$ cat config.mk
export PLATFORM = sky130hd
export DESIGN_NAME = retimer_cfg_seq
export DESIGN_NICKNAME = d
export VERILOG_FILES = /design/src/rtl/rcs_pkg.sv /design/src/rtl/rcs_script_rom.sv /design/src/rtl/rcs_ms_timer.sv /design/src/rtl/retimer_cfg_seq.sv
export SDC_FILE = /design/constraint.sdc
export NUM_CORES = 1
export LEC_CHECK = 0
export BUFFER_PORTS_ARGS = -buffer_cell sky130_fd_sc_hd__buf_2
export CORE_UTILIZATION = 60
export DETAILED_ROUTE_END_ITERATION = 8
export MAX_ROUTING_LAYER = met4
export PLACE_DENSITY = 0.83
export SETUP_SLACK_MARGIN = 0.15
export SLEW_MARGIN = 20
export SYNTH_ARGS = -nofsm -noshare
export SYNTH_HDL_FRONTEND = slang
export SYNTH_SLANG_ARGS = --single-unit
$ cat constraint.sdc
create_clock -name clk -period 4.13 [get_ports clk]
set_clock_uncertainty 0.2 [all_clocks]
set_input_delay 0.2065 -clock clk [delete_from_list [all_inputs] [get_ports clk]]
set_output_delay 0.2065 -clock clk [all_outputs]
set_load 0.005 [all_outputs]
$ cat src/rtl/rcs_pkg.sv
package rcs_pkg;
  typedef enum logic [1:0] {K_WR, K_WAIT, K_END} kind_e;

  typedef struct packed {
    kind_e      kind;
    logic [7:0] idx;
    logic [7:0] dat;
  } step_t;

  typedef enum logic [2:0] {
    S_IDLE, S_PROBE, S_PROBE_RSP, S_STEP, S_WR_RSP, S_DELAY
  } state_e;

  localparam logic [6:0] ADDR_VAR_A = 7'h2C;
  localparam logic [6:0] ADDR_VAR_B = 7'h5E;
endpackage

$ cat src/rtl/rcs_script_rom.sv
module rcs_script_rom
  import rcs_pkg::*;
#(
  parameter int STEP_W = 5
) (
  input  logic              var_b,
  input  logic [1:0]        mode,
  input  logic [STEP_W-1:0] step,
  output step_t             ent
);
  logic [7:0] fb_lo, fb_hi, prediv, txr, rxr, eqf, b_0b, b_0c, b_0a;

  function automatic step_t wr(input logic [7:0] i, input logic [7:0] d);
    return '{K_WR, i, d};
  endfunction

  always_comb begin
    fb_lo  = (mode == 2'd1) ? 8'h40 : 8'h80;
    fb_hi  = (mode == 2'd1) ? 8'h01 : 8'h02;
    prediv = (mode == 2'd0) ? 8'h02 : 8'h04;
    case (mode)
      2'd0:    begin txr = 8'hC0; rxr = 8'hC0; eqf = 8'h38; b_0b = 8'h80; end
      2'd1:    begin txr = 8'h70; rxr = 8'h40; eqf = 8'h28; b_0b = 8'h88; end
      default: begin txr = 8'h30; rxr = 8'h00; eqf = 8'h18; b_0b = 8'h9A; end
    endcase
    b_0c = (mode == 2'd2) ? 8'h49 : 8'h48;
    b_0a = (mode == 2'd2) ? 8'h36 : 8'h35;

    ent = '{K_END, 8'h00, 8'h00};
    if (!var_b) begin
      case (int'(step))
        0:  ent = wr(8'hFF, 8'h01);
        1:  ent = wr(8'h04, fb_lo);
        2:  ent = wr(8'h05, fb_hi);
        3:  ent = wr(8'h08, prediv);
        4:  ent = wr(8'h0E, 8'h10);
        5:  ent = wr(8'h01, 8'h81);
        6:  ent = '{K_WAIT, 8'h00, 8'h00};
        7:  ent = wr(8'h00, 8'h02);
        8:  ent = '{K_WAIT, 8'h00, 8'h00};
        9:  ent = wr(8'h00, 8'h03);
        10: ent = wr(8'h10, 8'h0F);
        11: ent = wr(8'h14, 8'h10);
        12: ent = wr(8'h16, 8'h10);
        13: ent = wr(8'h17, 8'h00);
        14: ent = wr(8'h12, 8'h28);
        15: ent = wr(8'h13, 8'h0F);
        16: ent = wr(8'h13, 8'h00);
        17: ent = wr(8'h11, txr);
        18: ent = wr(8'h30, 8'h0F);
        19: ent = wr(8'h32, 8'h00);
        20: ent = wr(8'h31, rxr);
        21: ent = wr(8'h34, 8'h00);
        22: ent = wr(8'h3C, 8'h04);
        23: ent = wr(8'h3D, 8'h06);
        24: ent = wr(8'h4D, eqf);
        25: ent = wr(8'h4C, 8'h03);
        26: ent = wr(8'hFF, 8'h00);
        27: ent = wr(8'h09, 8'h01);
        28: ent = wr(8'hE0, 8'h01);
        29: ent = wr(8'h09, 8'h00);
        default: ent = '{K_END, 8'h00, 8'h00};
      endcase
    end else begin
      case (int'(step))
        0: ent = wr(8'h09, 8'h06);
        1: ent = wr(8'h0B, b_0b);
        2: ent = wr(8'h0C, b_0c);
        3: ent = wr(8'h0D, 8'h00);
        4: ent = wr(8'h0A, b_0a);
        default: ent = '{K_END, 8'h00, 8'h00};
      endcase
    end
  end
endmodule

$ cat src/rtl/rcs_ms_timer.sv
module rcs_ms_timer #(
  parameter int CYCLES = 2500000
) (
  input  logic clk,
  input  logic rst_n,
  input  logic start,
  output logic expired
);
  localparam int CW = $clog2(CYCLES + 1);
  logic [CW-1:0] cnt;

  always_ff @(posedge clk) begin
    if (!rst_n)              cnt <= '0;
    else if (start)          cnt <= CW'(CYCLES);
    else if (cnt != '0)      cnt <= cnt - CW'(1);
  end

  assign expired = (cnt == CW'(1));
endmodule

$ cat src/rtl/retimer_cfg_seq.sv
module retimer_cfg_seq
  import rcs_pkg::*;
#(
  parameter int RATE_W   = 16,
  parameter int CLK_HZ   = 250000000,
  parameter int WAIT_US  = 10000,
  parameter int SIM_WAIT = 0
) (
  input  logic              clk,
  input  logic              rst_n,
  input  logic              start_i,
  input  logic [RATE_W-1:0] rate_mbps_i,
  output logic              cmd_valid_o,
  input  logic              cmd_ready_i,
  output logic [6:0]        cmd_addr_o,
  output logic              cmd_rd_o,
  output logic [1:0]        cmd_len_o,
  output logic [7:0]        cmd_byte0_o,
  output logic [7:0]        cmd_byte1_o,
  output logic              cmd_stop_o,
  input  logic              rsp_valid_i,
  input  logic              rsp_nack_i,
  input  logic [1:0]        rsp_count_i,
  output logic              busy_o,
  output logic              done_o,
  output logic              err_o,
  output logic              variant_b_o
);
  localparam int STEP_W   = 5;
  localparam int WAIT_CYC = (SIM_WAIT != 0) ? SIM_WAIT : (CLK_HZ / 1000000) * WAIT_US;

  state_e              state;
  logic                boot_q, var_q, done_q, err_q;
  logic [RATE_W-1:0]   rate_q;
  logic [1:0]          mode_q, mode_sel;
  logic [STEP_W-1:0]   step_q;
  step_t               ent;
  logic                go, t_start, t_exp, rsp_ok_probe, rsp_ok_wr;

  rcs_script_rom #(.STEP_W(STEP_W)) i_rom (
    .var_b(var_q), .mode(mode_q), .step(step_q), .ent(ent)
  );

  rcs_ms_timer #(.CYCLES(WAIT_CYC)) i_tmr (
    .clk(clk), .rst_n(rst_n), .start(t_start), .expired(t_exp)
  );

  always_comb begin
    if (rate_q > RATE_W'(3400))                                  mode_sel = 2'd2;
    else if (rate_q > (var_q ? RATE_W'(2000) : RATE_W'(1200)))  mode_sel = 2'd1;
    else                                                         mode_sel = 2'd0;
  end

  assign go           = (state == S_IDLE) && (start_i || boot_q);
  assign t_start      = (state == S_STEP) && (ent.kind == K_WAIT);
  assign rsp_ok_probe = !rsp_nack_i && (rsp_count_i == 2'd1);
  assign rsp_ok_wr    = !rsp_nack_i && (rsp_count_i == 2'd2);

  always_ff @(posedge clk) begin
    if (!rst_n) begin
      state  <= S_IDLE;
      boot_q <= 1'b1;
      var_q  <= 1'b0;
      rate_q <= '0;
      mode_q <= 2'd0;
      step_q <= '0;
      done_q <= 1'b0;
      err_q  <= 1'b0;
    end else begin
      done_q <= 1'b0;
      err_q  <= 1'b0;
      case (state)
        S_IDLE: if (go) begin
          rate_q <= rate_mbps_i;
          boot_q <= 1'b0;
          var_q  <= 1'b0;
          state  <= S_PROBE;
        end
        S_PROBE: if (cmd_ready_i) state <= S_PROBE_RSP;
        S_PROBE_RSP: if (rsp_valid_i) begin
          if (rsp_ok_probe) begin
            mode_q <= mode_sel;
            step_q <= '0;
            state  <= S_STEP;
          end else if (!var_q) begin
            var_q <= 1'b1;
            state <= S_PROBE;
          end else begin
            err_q <= 1'b1;
            state <= S_IDLE;
          end
        end
        S_STEP: begin
          case (ent.kind)
            K_END: begin
              done_q <= 1'b1;
              state  <= S_IDLE;
            end
            K_WAIT: begin
              step_q <= step_q + STEP_W'(1);
              state  <= S_DELAY;
            end
            default: if (cmd_ready_i) state <= S_WR_RSP;
          endcase
        end
        S_WR_RSP: if (rsp_valid_i) begin
          if (rsp_ok_wr) begin
            step_q <= step_q + STEP_W'(1);
            state  <= S_STEP;
          end else begin
            err_q <= 1'b1;
            state <= S_IDLE;
          end
        end
        S_DELAY: if (t_exp) state <= S_STEP;
        default: state <= S_IDLE;
      endcase
    end
  end

  assign cmd_valid_o = (state == S_PROBE) || ((state == S_STEP) && (ent.kind == K_WR));
  assign cmd_addr_o  = var_q ? ADDR_VAR_B : ADDR_VAR_A;
  assign cmd_rd_o    = (state == S_PROBE);
  assign cmd_len_o   = (state == S_PROBE) ? 2'd1 : 2'd2;
  assign cmd_byte0_o = (state == S_PROBE) ? 8'h00 : ent.idx;
  assign cmd_byte1_o = (state == S_PROBE) ? 8'h00 : ent.dat;
  assign cmd_stop_o  = 1'b1;
  assign busy_o      = (state != S_IDLE);
  assign done_o      = done_q;
  assign err_o       = err_q;
  assign variant_b_o = var_q;
endmodule

==> metrics.cfg <==
[outcome]
outcome=complete, no violations

[critical_path]
reg2regPathDepth=8
start_kind=flip-flop
crit_path_end=cmd_byte0_o[5]
crit_required_ns=3.72
setup.worst_path.start=step_q[0]
worstSetupEndpointType=primary output
crit_arrival_ns=3.02
reg2reg_from=step_q[0]
reg2reg_to=state[2]
reg2reg_slack_ns=1.24
critPathKind=reg -> out
worstPathMaxFanout=21

[floorplanning]
dieArea_mm2=0.006467
fp.dieW_um=80.42
ios=56
fp.coreArea_mm2=0.005921
rows=28
die_h_um=80.42
initial_core_util_pct=62.32

[clocking]
postCtsResizedCells=0
cts_setup_buffers=0
htree_levels=2
worst_skew_pair.late_latency_ns=0.31
cts_buffers=5
cts_root_buf=clkbuf_8
clkTransAtPathRegs_ns=0.10
cts_sinks=52
hold_buffers=16
clk_path_buf_depth=2
cts_tree=built

[grt]
track_usage_pct=31.80
busiest_layer=met2
gr-total-overflow=0
grt_pass1_wl_um=15840
use_met2_pct=51.10
grt_max_degree=26
use_met3_pct=5.227
met1_usage_pct=39.67
grt_pass1_vias=3447
grt_antenna_before_repair=0

[placement]
gp_congestion=0.9716
place_hpwl_um=6536
portBuffers=51

[routing]
drt_pass1_iterations=5
drt_iter0_drc=412
postRouteWirelength_um=9582
vias_per_cell=6.164
drcViolationCount=0
ant_nets=0
detail_route.wl_per_cell_um=15.58
vias=3791

[power_and_ir_drop]
leakage_uw=0.001706
p_per_area_mw_per_mm2=564.9
vdd_drop_max_uv=500.9

[cells_and_area]
nNetsFinal=574
drive_gt1_share_pct=15.00
syn2layout_area_growth_pct=11.36
antennaDiodeCount=0
fin_util_pct=69.40
nFillCells=496

[synth]
ys_types=71
netlist_instances=502
synth.area.top_cells=dfxtp_1 28%, nand2_1 6.9%, nor2_1 6.4%, a21oi_1 5.8%, ha_1 3.7%
synth-warning-count=0
synth_edf_count=0
yosys.area.top_type=dfxtp_1
syn_area_mm2=0.003690
synth_top_area_share_pct=28.21
async_flop_share_pct=0
ys_seq_area_share_pct=28.21
ys_ff_latch=52
synth-main-ff-cell=dfxtp_1
avgSynthCellArea_um2=7.350

[timing]
tightest_slew_ns=0.8916
post-route-min-period_ns=3.430
hold_viol_final=0
fmax_ghz=0.2915
grt_setup_unrepaired=no
timing.final.crit_share_pct=83.05
setup_tns_ns=0
finalMaxSlewViolations=0
slew_headroom_pct=40.34
setup_violations=0

[min_path]
hold_class=in -> reg

[job]
drv_cap=0

## layer usage
layer  part of all wire, %  vias to the layer above
met5                     0                        -
met4                   2.7                        0
met3                   5.4                       34
met2                    48                      157
met1                    44                     1755
li1                      -                     1845
## synthesized netlist by cell type (8+ instances only)
library cell / count
nor2_1: 63
buf_4: 10
inv_1: 11
xnor2_1: 12
nand2_1: 68
dfxtp_1: 52
nor2b_1: 11
buf_2: 8
a21oi_1: 43
a211oi_1: 9
ha_1: 11
clkbuf_1: 23
a31oi_1: 9
nand3_1: 12
nand2b_1: 12
or3_1: 8
o21ai_0: 17
## per-stage QoR
stage / area, µm² / worst slack, ns / hold slack (ns) / power (µW) / cells
floorplan: 3697 / 1.610 / 0.1351 / 1732 / 504
global placement: 3864 / 1.226 / 0.2446 / 1956 / 591
detailed placement: 3864 / 1.107 / 0.2535 / 2001 / 591
CTS: 4109 / 0.7594 / 0.03912 / 2309 / 615
global route: 4109 / 0.5458 / 0.06493 / 2513 / 615
finish: 4109 / 0.7000 / 0.04734 / 2321 / 615
## kinds of logic (layout without fill, tap and decap cells)
logic type               count (synthesis)  count (layout)  synth area share [%]
AO/OA/AOI/OAI                          132             132                 24.14
XOR/XNOR                                19              19                 4.510
adder cells (fa/ha/maj)                 12              12                 4.035
buffers and inverters                   55              91                 6.884
flip-flops                              52              52                 28.21
multiplexers                             4               4                 1.085
other                                    2               4                0.2035
AND/OR/NAND/NOR                        226             226                 30.93
## how the worst min path moves through the flow
stage / cells after the start / start / to / slack (ns)
finish: 2 / rst_n / boot_q / 0.05
global route: 2 / rst_n / boot_q / 0.06
CTS: 2 / rst_n / boot_q / 0.04
detailed placement: 2 / rate_q[2] / rate_q[2] / 0.25
global placement: 2 / rate_q[13] / rate_q[13] / 0.24
floorplan: 2 / rst_n / done_o / 0.14
## power by group
part           leakage [µW]  switching [µW]  internal (µW)
sequential         0.000426             158            634
combinational       0.00124             713            526
clock             0.0000424             169            122
## layout make-up
cell class,count,area (µm²),area share (%)
Sequential cell,52,1041,25.34
Clock inverter,1,8.758,0.2132
Inverter,13,48.80,1.188
Tap cell,75,93.84,2.284
Multi-Input combinational cell,397,2402,58.47
Clock buffer,7,76.32,1.857
Timing Repair Buffer,70,437.9,10.66
## registers in the layout, indices dropped and copies added, names as in the netlist
register	count
step_q	5
variant_b_o	1
state	3
rate_q	16
done_o	1
mode_q	2
boot_q	1
err_o	1
i_tmr.cnt	22
## cells in the final DEF, fill, tap and decap left out, types with 4 or more instances in the layout
cell type / netlist / routed
conb_1: 2 / 4
nand2_1: 68 / 68
mux2i_1: 4 / 4
nand2b_1: 12 / 12
nand3b_1: 4 / 4
nand4_1: 6 / 6
xnor2_1: 12 / 12
a21boi_0: 7 / 7
and3_1: 6 / 6
nor2_1: 63 / 63
inv_1: 11 / 11
or3_1: 8 / 8
dlygate4sd3_1: 0 / 16
nor4_2: 5 / 5
dfxtp_1: 52 / 52
nor2b_1: 11 / 11
nor4_1: 7 / 7
ha_1: 11 / 11
a31oi_1: 9 / 9
nor3_1: 6 / 6
clkbuf_8: 0 / 5
a211oi_1: 9 / 9
o21ai_0: 17 / 17
a21oi_1: 43 / 43
nand3_1: 12 / 12
buf_2: 8 / 51
a211o_1: 4 / 4
o22ai_1: 5 / 5
xor2_1: 7 / 7
## critical path, cell delays in order, from the launching register on
cell,delay [ns]
dfxtp_1,0.38
inv_1,0.11
ha_1,0.61
nor2_1,0.21
maj3_2,0.36
a211oi_2,0.33
nor2_4,0.10
or3_1,0.36
a21oi_1,0.13
buf_2,0.13
Power figures use the tool's default switching activity.
